<file path="config.mk">
export PLATFORM = sky130hd
export DESIGN_NAME = toff_chopper
export DESIGN_NICKNAME = d
export VERILOG_FILES = /design/src/rtl/chop_pkg.sv /design/src/rtl/chop_sync.sv /design/src/rtl/chop_on_timer.sv /design/src/rtl/chop_down_cnt.sv /design/src/rtl/toff_chopper.sv
export SDC_FILE = /design/constraint.sdc
export NUM_CORES = 1
export LEC_CHECK = 0
export ABC_CLOCK_PERIOD_IN_PS = 2100
export BUFFER_PORTS_ARGS = -buffer_cell sky130_fd_sc_hd__buf_2
export CAP_MARGIN = 5
export CORE_MARGIN = 2
export CORE_UTILIZATION = 51
export DETAILED_ROUTE_END_ITERATION = 16
export PLACE_DENSITY = 0.8
export SYNTH_ARGS = -nofsm -noshare
export SYNTH_HDL_FRONTEND = slang
export SYNTH_SLANG_ARGS = --single-unit
</file>
<file path="constraint.sdc">
create_clock -name clk -period 2.1 [get_ports clk]
set_input_delay 0 -clock clk [delete_from_list [all_inputs] [get_ports clk]]
set_output_delay 0 -clock clk [all_outputs]
set_load 0.1 [all_outputs]
</file>
<file path="src/rtl/chop_pkg.sv">
package chop_pkg;

  typedef enum logic [1:0] {
    PH_IDLE = 2'd0,
    PH_ON   = 2'd1,
    PH_OFF  = 2'd2,
    PH_DEAD = 2'd3
  } chop_phase_t;

  function automatic int imax(input int a, input int b);
    return (a > b) ? a : b;
  endfunction

endpackage

</file>
<file path="src/rtl/chop_sync.sv">
module chop_sync #(
  parameter int STAGES = 2
) (
  input  logic clk,
  input  logic rst,
  input  logic d,
  output logic q
);

  logic [STAGES-1:0] sr;

  always_ff @(posedge clk) begin
    if (rst) sr <= '0;
    else     sr <= {sr[STAGES-2:0], d};
  end

  assign q = sr[STAGES-1];

endmodule

</file>
<file path="src/rtl/chop_on_timer.sv">
module chop_on_timer #(
  parameter int GATE_CYC = 9
) (
  input  logic clk,
  input  logic rst,
  input  logic clr,
  output logic armed
);

  localparam int CW = $clog2(GATE_CYC + 2);
  localparam logic [CW-1:0] GATE_V = CW'(GATE_CYC);

  logic [CW-1:0] cnt;

  always_ff @(posedge clk) begin
    if (rst || clr)        cnt <= '0;
    else if (cnt != GATE_V) cnt <= cnt + 1'b1;
  end

  assign armed = (cnt == GATE_V);


  armed_hold_chk: assert property (@(posedge clk) disable iff (rst)
    armed && !clr |=> armed);

endmodule

</file>
<file path="src/rtl/chop_down_cnt.sv">
module chop_down_cnt #(
  parameter int W = 32
) (
  input  logic         clk,
  input  logic         rst,
  input  logic         clr,
  input  logic         load,
  input  logic [W-1:0] load_val,
  input  logic         dec,
  output logic         last
);

  logic [W-1:0] cnt;

  always_ff @(posedge clk) begin
    if (rst || clr)             cnt <= '0;
    else if (load)              cnt <= load_val;
    else if (dec && cnt != '0)  cnt <= cnt - 1'b1;
  end

  assign last = (cnt <= W'(1));

endmodule

</file>
<file path="src/rtl/toff_chopper.sv">
module toff_chopper
  import chop_pkg::*;
#(
  parameter int CNT_W      = 32,
  parameter int BLANK_CYC  = 4,
  parameter int MIN_ON_CYC = 10,
  parameter int DEAD_CYC   = 3,
  parameter int SYNC_STG   = 2
) (
  input  logic             clk,
  input  logic             rst,
  input  logic             en,
  input  logic             cmp_async,
  input  logic [CNT_W-1:0] off_len_cfg,
  output logic             bridge_on_o,
  output logic             chop_o
);

  localparam int GATE_CYC = imax(BLANK_CYC, MIN_ON_CYC - 1);
  localparam int DEAD_W   = $clog2(DEAD_CYC + 1);
  localparam int RUN_MAX  = imax(MIN_ON_CYC, BLANK_CYC);
  localparam int RUN_W    = $clog2(RUN_MAX + 2);

  chop_phase_t ph, nxt;
  logic cmp_s, armed, off_last, dead_last;
  logic chop, to_dead;

  chop_sync #(.STAGES(SYNC_STG)) u_sync (
    .clk(clk), .rst(rst), .d(cmp_async), .q(cmp_s)
  );

  chop_on_timer #(.GATE_CYC(GATE_CYC)) u_on (
    .clk(clk), .rst(rst), .clr(ph != PH_ON), .armed(armed)
  );

  assign chop    = (ph == PH_ON) && en && armed && cmp_s;
  assign to_dead = (ph == PH_OFF) && en && off_last;

  chop_down_cnt #(.W(CNT_W)) u_off (
    .clk(clk), .rst(rst), .clr(!en), .load(chop),
    .load_val(off_len_cfg), .dec(ph == PH_OFF), .last(off_last)
  );

  chop_down_cnt #(.W(DEAD_W)) u_dead (
    .clk(clk), .rst(rst), .clr(!en), .load(to_dead),
    .load_val(DEAD_W'(DEAD_CYC)), .dec(ph == PH_DEAD), .last(dead_last)
  );

  always_comb begin
    nxt = ph;
    if (!en) nxt = PH_IDLE;
    else begin
      case (ph)
        PH_IDLE: nxt = PH_ON;
        PH_ON:   if (chop)      nxt = PH_OFF;
        PH_OFF:  if (off_last)  nxt = PH_DEAD;
        PH_DEAD: if (dead_last) nxt = PH_ON;
        default: nxt = PH_IDLE;
      endcase
    end
  end

  always_ff @(posedge clk) begin
    if (rst) begin
      ph          <= PH_IDLE;
      bridge_on_o <= 1'b0;
      chop_o      <= 1'b0;
    end else begin
      ph          <= nxt;
      bridge_on_o <= (nxt == PH_ON);
      chop_o      <= chop;
    end
  end

  // Length of the current high run of the output, for the checks below
  logic [RUN_W-1:0] on_run;
  always_ff @(posedge clk) begin
    if (rst || !bridge_on_o)         on_run <= '0;
    else if (on_run != RUN_W'(RUN_MAX)) on_run <= on_run + 1'b1;
  end


  chop_fall_chk: assert property (@(posedge clk) disable iff (rst)
    chop_o |-> !bridge_on_o && $past(bridge_on_o));


  idle_off_chk: assert property (@(posedge clk) disable iff (rst)
    !en |=> !bridge_on_o && !chop_o);


  min_on_chk: assert property (@(posedge clk) disable iff (rst)
    chop_o |-> on_run >= RUN_W'(MIN_ON_CYC));


  blank_chk: assert property (@(posedge clk) disable iff (rst)
    bridge_on_o && on_run < RUN_W'(BLANK_CYC) |=> !chop_o);


  cmp_need_chk: assert property (@(posedge clk) disable iff (rst)
    chop_o |-> $past(cmp_s));

endmodule

</file>
==> impl_metrics.yaml, run 1 <==
outcome:
  outcome: "completed"
worst_setup_path:
  startpoint_type: "flip-flop"
  path_common_cell: "buf_4"
  cp_cell_sequence: "or4_1 > nor2_2 > and4b_2 > buf_4 > o21ai_2 > buf_4 > a32oi_1 > nor2_1"
  max_stage_delay_ps: 590
  cp_slowest_cell: "or4_1"
  critPathCaptureType: "flip-flop"
  path_class: "reg2reg"
  crit_fanout: 6
  required_ps: 2280
  rr_worst_depth: 8
  worstPathArrival_ps: 2270
sta:
  finalSetupViolCount: 0
  rsz0062_at_grt: "true"
  final-hold-violation-count: 0
  post-route-min-period_ps: 2090
  max_freq_ghz: 0.479
  slew_viol_final: 0
  hold_ws_ps: 0.156
  fin_crit_sh: 0.994
  max_slew.worst_pin.slew_ps: 485
  finClkSkew_ps: 2.64
  max_slew_margin: 0.679
route:
  vias_per_cell: 6.12
  routedWlPerCell_um: 17.1
  drc: 0
  drt-total-wl_um: 7690
  first_pass_iters: 5
  num_vias: 2746
  postRouteAntennaNets: 0
  drt_iter0_drc: 356
yosys:
  syn_inst: 300
  synth.avg_cell_area_um2: 8.10
  syn_area_um2: 2430
  synthXorXnorAreaFrac: 0.0612
  synthMuxAreaShare: 0.00618
  ys_warn_count: 0
  synth_compound_area_frac: 0.182
  yosys.area_share.simple: 0.313
  netlist_top_cells_area: "dfxtp_1, xnor2_1, nand2_1"
  synth-async-reset-ratio: 0
  synth-seq-cells: 44
  synth_top_area_frac: 0.362
  yosys.area.top_type: "dfxtp_1"
  yosys_most_used_dff: "dfxtp_1"
  synthDistinctLibCells: 53
  synth_edf_count: 0
  syn_nets: 343
  yosysSeqAreaShare: 0.362
  synthAdderAreaFrac: 0.0360
  synth_top_family_by_area: "simple AND/OR/NAND/NOR gates"
global_routing:
  overflow: 0
  first_global_vias: 2503
  grt_pass1_wl_um: 11600
  antenna_found_initial: 0
  track_usage: 0.280
  grt_max_degree: 29
finish:
  final_nets: 438
  final_cell_mix: "dfxtp_1, buf_4, buf_2"
  final_area_um2: 3360
  drive_gt1_frac: 0.309
  syn_to_final_growth_pct: 38.1
  n_antenna_cell: 0
cts:
  tritoncts: "done"
  clock_sinks: 44
  clkSlewWorstSetupHoldPaths_ps: 80
  htree_num_levels: 2
  clk_path_buf_depth: 2
  root_buffer: "clkbuf_8"
  numCtsBuffers: 5
  worstSkewPairLatency_ps: 300
place:
  place.gp.congestion: 0.966
  placed_cell_area_um2: 2940
  dp_hpwl_um: 5190
  port_buffers: 37
floorplanning:
  start_util: 0.522
  dieArea_um2: 5330
  die_width_um: 73.0
  io_pins: 38
  die_y_um: 73.0
  core_area_um2: 4660
  rows: 25
flow_run:
  max-cap-violations: 0
power_and_ir_drop:
  vdd_ir_drop_max_mv: 0.279
  power_leakage_uw: 0.00136
  pwr_density_cell_nw_per_um2: 454
hold_path:
  hold_class: "in2reg"
  whs_path_depth: 3
cell usage after synthesis, types with 2 or more instances:
cell type and instances:
dfxtp_1 44, nand2_1 37, nor2_1 24, a21oi_1 21, nor4_1 19, xnor2_1 16
o21ai_0 12, nor3_1 11, o21ai_1 11, clkbuf_1 9, or3_1 9, ha_1 7
inv_1 6, nand3_1 6, a32o_1 5, o22ai_1 5, or4_1 5, nor2b_1 4
o211ai_1 4, and2_1 2, buf_1 2, buf_6 2, nand2b_1 2, nand3b_1 2
nand4_1 2, nand4b_1 2, nor3_2 2, nor4_2 2, o311ai_1 2, or2_2 2
cell families after synthesis:
kind of cell             count (synthesis)
AND/OR/NAND/NOR                        140
AO/OA/AOI/OAI                           71
flip-flops                              44
adder cells (fa/ha/maj)                  7
XOR/XNOR                                17
multiplexers                             1
buffers and inverters                   20
sequential cells by signal (all words and copies together) (netlist names):
register     count
bridge_on_o      1
chop_o           1
ph               2
u_dead.cnt       2
u_off.cnt       32
u_on.cnt         4
u_sync.sr        2
final cells by class:
class	instances	area, µm²
tap	54	67.6
timing repair buffer	101	724
sequential	44	882
multi-input combinational	237	1570
clock buffer	7	96.3
fill	355	1300
inverter	6	22.5
path summary, 6_finish.rpt:
| kind | to | startpoint | slack (ps) |
|---|---|---|---|
| worst max-delay path | u_off.cnt[23]$_SDFFE_PP0P_ | u_off.cnt[28]$_SDFFE_PP0P_ | 10 |
| worst min-delay path | u_off.cnt[4]$_SDFFE_PP0P_ | off_len_cfg[4] | 0.2 |
| worst max register to register | u_off.cnt[23]$_SDFFE_PP0P_ | u_off.cnt[28]$_SDFFE_PP0P_ | 10 |
| worst min register to register | u_sync.sr[1]$_SDFF_PP0_ | u_sync.sr[0]$_SDFF_PP0_ | 450 |
power by group:
part           switching (µW)  internal (µW)  total, µW
combinational            45.4           56.7        102
clock                     287            293        581
sequential               3.54            838        842
critical path: cells and delay by family, from the launching register on:
family	cells	cell delay, ps
AO/OA/AOI/OAI	2	230
flip-flops	1	340
AND/OR/NAND/NOR	4	1090
buffers and inverters	2	310
per-stage QoR:
stage	cells	setup slack, ps	total power (µW)	utilization	setup TNS, ps
finish	449	13.4	1520	0.721	0
global route	449	-98.0	1570	0.721	-389
CTS	443	23.0	1530	0.689	0
detailed placement	418	38.2	936	0.630	0
global placement	418	54.7	935	0.630	0
floorplan	300	66.7	887	-	0
metal layers:
metal,share of wire,global-route usage,vias to the layer above
met2,0.48,0.456,137
met3,0.066,0.0552,27
met4,0.028,0.103,0
met5,0,0,-
met1,0.43,0.366,1286
li1,-,-,1296
what timing repair did:
action,in CTS,in global routing
buffers inserted,0,4
gates resized for setup,0,21
setup endpoints to repair,0,24
hold endpoints to repair,18,0
hold buffers,18,0
No activity file was read; power rests on OpenSTA's default activity.
==> run 2: changes to the inputs <==
Settings changed: CORE_MARGIN 2 to unset, PLACE_DENSITY 0.8 to 0.76.
==> run 2 against run 1 <==
Net effect: the run now ends with design-rule violations, negative setup slack left; wire length about the same; final area up 4.3%; via count is 1.5% higher; clock power up 12%.
==> impl_metrics.yaml, run 2 (same netlist as run 1, synthesis figures left out) <==
place:
  port_buffers: 37
  place.gp.congestion: 0.956
  post-place-ws_ps: -66.5
  dp_hpwl_um: 5250
worst_setup_path:
  cp_slowest_cell: "nor4_1"
  path_class: "reg2reg"
  startpoint_type: "flip-flop"
  rr_worst_depth: 8
  cp_num_buf_inv: 2
  timing.rr.end: "u_off.cnt[12]$_SDFFE_PP0P_"
  crit_fanout: 7
  worstPathArrival_ps: 2330
  critical-path-top-delay-family: "simple AND/OR/NAND/NOR gates"
  rrSetupSlack_ps: -30
  cp_cell_sequence: "nor3_1 > buf_4 > and4_1 > and4b_2 > buf_6 > nor4_1 > xnor2_1 > o21ai_1"
  critPathCaptureType: "flip-flop"
  path_depth: 8
  max_stage_delay_ps: 450
  required_ps: 2300
  r2r-start: "u_off.cnt[12]$_SDFFE_PP0P_"
sta:
  finalWorstSetupSlack_ps: -33.1
  fin_crit_sh: 1.02
  hold_ws_ps: 7.56
  slew_viol_final: 0
  max_freq_ghz: 0.469
  max_slew_margin: 0.657
  max_slew.worst_pin.slew_ps: 509
  finalSetupViolCount: 2
  post-route-min-period_ps: 2130
  final-hold-violation-count: 0
  rsz0062_at_grt: "true"
  finClkSkew_ps: 7.21
finish:
  final_common_cell: "buf_4"
  top_regs: "u_off.cnt (32), u_on.cnt (4)"
  drive_gt1_frac: 0.332
  final_nets: 449
  n_antenna_cell: 0
  final_cell_mix: "buf_4, dfxtp_1, nand2_1, buf_2"
  syn_to_final_growth_pct: 44.1
  largest_reg_flops: 32
  largest-register: "u_off.cnt"
cts:
  clkSlewWorstSetupHoldPaths_ps: 90
  numCtsBuffers: 5
  htree_num_levels: 2
  clk_path_buf_depth: 2
  root_buffer: "clkbuf_8"
  tritoncts: "done"
  clock_sinks: 44
  worstSkewPairLatency_ps: 310
outcome:
  failed_checks: "design-rule violations, negative setup slack"
  outcome: "finished, violations left"
global_routing:
  grt_pass1_wl_um: 12000
  use_met3: 0.0541
  busiest_layer: "met2"
  first_global_vias: 2647
  antenna_found_initial: 0
  grt_max_degree: 26
  grt_use_met1: 0.399
  met2_usage: 0.500
  overflow: 0
  track_usage: 0.308
floorplanning:
  io_pins: 38
  die_y_um: 71.0
  core_area_um2: 4470
  dieArea_um2: 5050
  die_width_um: 71.0
  start_util: 0.543
  rows: 24
route:
  num_vias: 2788
  postRouteAntennaNets: 0
  first_pass_iters: 11
  drt-total-wl_um: 7690
  vias_per_cell: 6.07
  drt_iter0_drc: 251
  drc: 2
  routedWlPerCell_um: 16.7
hold_path:
  hold_start: "off_len_cfg[26]"
  min_to: "u_off.cnt[26]$_SDFFE_PP0P_"
  whs_path_depth: 3
  hold_class: "in2reg"
flow_run:
  max-cap-violations: 0
power_and_ir_drop:
  power_leakage_uw: 0.00144
  pwr_density_cell_nw_per_um2: 458
  vdd_ir_drop_max_mv: 0.427
run 2: report_power, final:
part,switching [µW],total (µW),internal [µW]
Sequential,3.43,842,838
Combinational,46.3,113,66.3
Clock,298,651,353
run 2: tightest hold or removal path, stage by stage:
cell and delay (ps):
buf_2 80, a21oi_1 50, o22ai_1 150
run 2: area by class of cell:
cell class                 count  area, µm²
multi-input combinational    236       1570
fill                         318        972
sequential                    44        885
timing repair buffer         113        850
clock buffer                   6       72.6
tap                           52       65.1
clock inverter                 2       35.0
inverter                       6       22.5
run 2: routing by layer:
metal / up-vias / share of wire
met5: - / 0
met4: 0 / 0.029
met3: 26 / 0.079
met2: 153 / 0.47
met1: 1295 / 0.43
li1: 1314 / -
run 2: how the worst max path moves through the flow:
stage	slack [ps]	from	end
2_1_floorplan	70	u_off.cnt[0]$_SDFFE_PP0P_	u_off.cnt[17]$_SDFFE_PP0P_
3_3_place_gp	30	u_off.cnt[4]$_SDFFE_PP0P_	u_off.cnt[20]$_SDFFE_PP0P_
3_5_place_dp	-70	u_off.cnt[4]$_SDFFE_PP0P_	u_off.cnt[20]$_SDFFE_PP0P_
4_1_cts	2	u_off.cnt[4]$_SDFFE_PP0P_	u_off.cnt[14]$_SDFFE_PP0P_
5_1_grt	-120	u_off.cnt[1]$_SDFFE_PP0P_	u_off.cnt[12]$_SDFFE_PP0P_
6_report	-30	u_off.cnt[12]$_SDFFE_PP0P_	u_off.cnt[12]$_SDFFE_PP0P_
run 2: timing repair:
action | CTS | global route
hold endpoints to repair | 21 | 0
resized for setup | 5 | 21
setup buffers | 0 | 3
hold buffers | 21 | 0
setup endpoints to repair | 7 | 25
pin swaps | 0 | 5
run 2: per-stage QoR:
step	setup TNS, ps	utilization	cells	cell area [µm²]	total power (µW)
after floorplan	0	-	300	2430	887
after global placement	0	0.680	427	3040	941
after detailed placement	-113	0.680	427	3040	942
after CTS	0	0.756	456	3380	1610
after global routing	-362	0.783	459	3500	1650
final	-50.9	0.783	459	3500	1610
==> run 3: changes to the inputs <==
Settings changed: ABC_CLOCK_PERIOD_IN_PS 2100 to 1800, CORE_UTILIZATION 51 to 50, PLACE_DENSITY 0.76 to 0.75.
Clock period 2.1 ns to 1.8 ns, I/O delays scaled along.
==> run 3 against run 2 <==
Net effect: the flow finishes with violations (negative setup slack); utilization is 6.3 points higher; sequential share of layout area is 2.7 points lower; non-clock buffer count is 26 higher; sequential power is 16% higher; largest power group unchanged; highest routed layer unchanged.
==> impl_metrics.yaml, run 3 (same netlist as run 1, synthesis figures left out) <==
finish:
  top_regs: "u_off.cnt (32), u_on.cnt (4)"
  drive_gt1_frac: 0.460
  final_common_cell: "buf_4"
  largest-register: "u_off.cnt"
  n_antenna_cell: 0
  final_cell_mix: "buf_4, buf_2, dfxtp_1"
  layoutNonFillerInstCount: 487
  final_nets: 475
  fillCellCount: 223
  syn_to_final_growth_pct: 63.3
  final_util: 0.846
  largest_reg_flops: 32
route:
  routedWlPerCell_um: 20.1
  num_vias: 3126
  drt_iter0_drc: 384
  first_pass_iters: 5
  drt-total-wl_um: 9790
  drc: 0
  postRouteAntennaNets: 0
  vias_per_cell: 6.42
worst_setup_path:
  r2r-start: "u_off.cnt[28]$_SDFFE_PP0P_"
  cp_num_buf_inv: 2
  path_common_cell: "buf_6"
  critPathCaptureType: "flip-flop"
  worstPathArrival_ps: 2360
  cp_cell_sequence: "or4_4 > nor2_2 > and4b_2 > buf_6 > buf_6 > nor4_2 > xnor2_1 > o21ai_1"
  cp_slowest_cell: "or4_4"
  startpoint_type: "flip-flop"
  crit_start: "u_off.cnt[28]$_SDFFE_PP0P_"
  critical-path-top-delay-family: "simple AND/OR/NAND/NOR gates"
  required_ps: 2000
  path_class: "reg2reg"
  max_stage_delay_ps: 580
  crit_fanout: 4
power_and_ir_drop:
  vdd_ir_drop_max_mv: 0.531
  total_power_uw: 1790
  p_int_uw: 1360
  seq_power_share: 0.546
  p_sw_frac: 0.241
  pwr_density_cell_nw_per_um2: 451
  power_leakage_uw: 0.00167
  netSwitchingPower_uw: 432
  p_comb_frac: 0.078
  clockPowerShare: 0.376
cts:
  clock_sinks: 44
  htree_num_levels: 2
  tritoncts: "done"
  clk_path_buf_depth: 2
  worstSkewPairLatency_ps: 310
  numCtsBuffers: 5
  root_buffer: "clkbuf_8"
  clkSlewWorstSetupHoldPaths_ps: 80
place:
  dp_hpwl_um: 5340
  place.gp.congestion: 0.888
  dp_cells: 456
  port_buffers: 37
sta:
  final-hold-violation-count: 0
  max_slew.worst_pin.slew_ps: 577
  finalSetupViolCount: 35
  max_slew_margin: 0.615
  post-route-min-period_ps: 2160
  fin_crit_sh: 1.20
  finalWorstSetupSlack_ps: -360
  finClkSkew_ps: 9.39
  max_freq_ghz: 0.463
  slew_viol_final: 0
  rsz0062_at_grt: "true"
hold_path:
  hold_class: "in2reg"
  hold_start: "off_len_cfg[20]"
outcome:
  outcome: "finished, violations left"
  failed_checks: "negative setup slack"
global_routing:
  track_usage: 0.346
  antenna_found_initial: 0
  met2_usage: 0.575
  grt_max_degree: 21
  grt_use_met1: 0.414
  grt_pass1_wl_um: 13600
  busiest_layer: "met2"
  use_met3: 0.0731
  first_global_vias: 2875
  overflow: 0
floorplanning:
  io_pins: 38
  rows: 25
  die_y_um: 71.7
  dieArea_um2: 5150
  start_util: 0.518
  core_area_um2: 4690
  die_width_um: 71.7
flow_run:
  max-cap-violations: 0
[run 3: cell types whose count changed in the layout (fill, tap and decap cells not counted), moves of 4 or more]
cell	delta
nor4_4	+7
dfxtp_1	-6
buf_6	+6
buf_4	+21
dfxtp_2	+4
a21oi_1	-4
nor4_1	-5
[run 3: area by class of cell]
type	instances	area [µm²]	share of cell area
Multi-Input combinational cell	236	1830	0.462
Clock buffer	6	82.6	0.0208
Clock inverter	2	10.0	0.00252
Timing Repair Buffer	139	1050	0.266
Inverter	6	22.5	0.00567
Sequential cell	44	897	0.226
Tap cell	54	67.6	0.0170
[run 3: worst register-to-register path, cell delays in order, from the launching register on]
cell     delay [ps]
dfxtp_1         330
or4_4           580
nor2_2          210
and4b_2         330
buf_6           140
buf_6           110
nor4_2           50
xnor2_1         210
o21ai_1          90
[run 3: routing by layer]
metal / vias up / share of wire
met5: - / 0
met4: 0 / 0.066
met3: 80 / 0.096
met2: 249 / 0.47
met1: 1428 / 0.36
li1: 1369 / -
[run 3: metrics by stage]
step	setup slack [ps]	hold WS (ps)	TNS [ps]	cell area, µm²
global route	-427	37.6	-10400	3970
CTS	-196	7.79	-4680	3710
global placement	-260	203	-5770	3250
finish	-360	16.4	-8300	3970
detailed placement	-294	211	-6920	3250
floorplan	-160	71.6	-2590	2460
[run 3: final timing paths]
check        cells past startpoint  slack, ps                         end
min                              4         20  u_off.cnt[20]$_SDFFE_PP0P_
min reg2reg                      1        460     u_sync.sr[1]$_SDFF_PP0_
max reg2reg                      8       -360  u_off.cnt[28]$_SDFFE_PP0P_
max                              8       -360  u_off.cnt[28]$_SDFFE_PP0P_
[run 3: power by group through the flow]
stage,Combinational [µW],Sequential (µW),Clock [µW]
6_report,139,978,673
5_1_grt,146,979,705
4_1_cts,130,979,666
3_5_place_dp,92.8,1000,0
3_3_place_gp,90.2,1000,0
2_1_floorplan,22.4,1010,0
[run 3: repair_timing]
action,in CTS,in global routing
gates resized for setup,33,49
pin swaps,9,21
endpoints found under the hold margin,21,0
endpoints found under the setup margin,35,36
buffers inserted,2,2
hold buffers,21,0
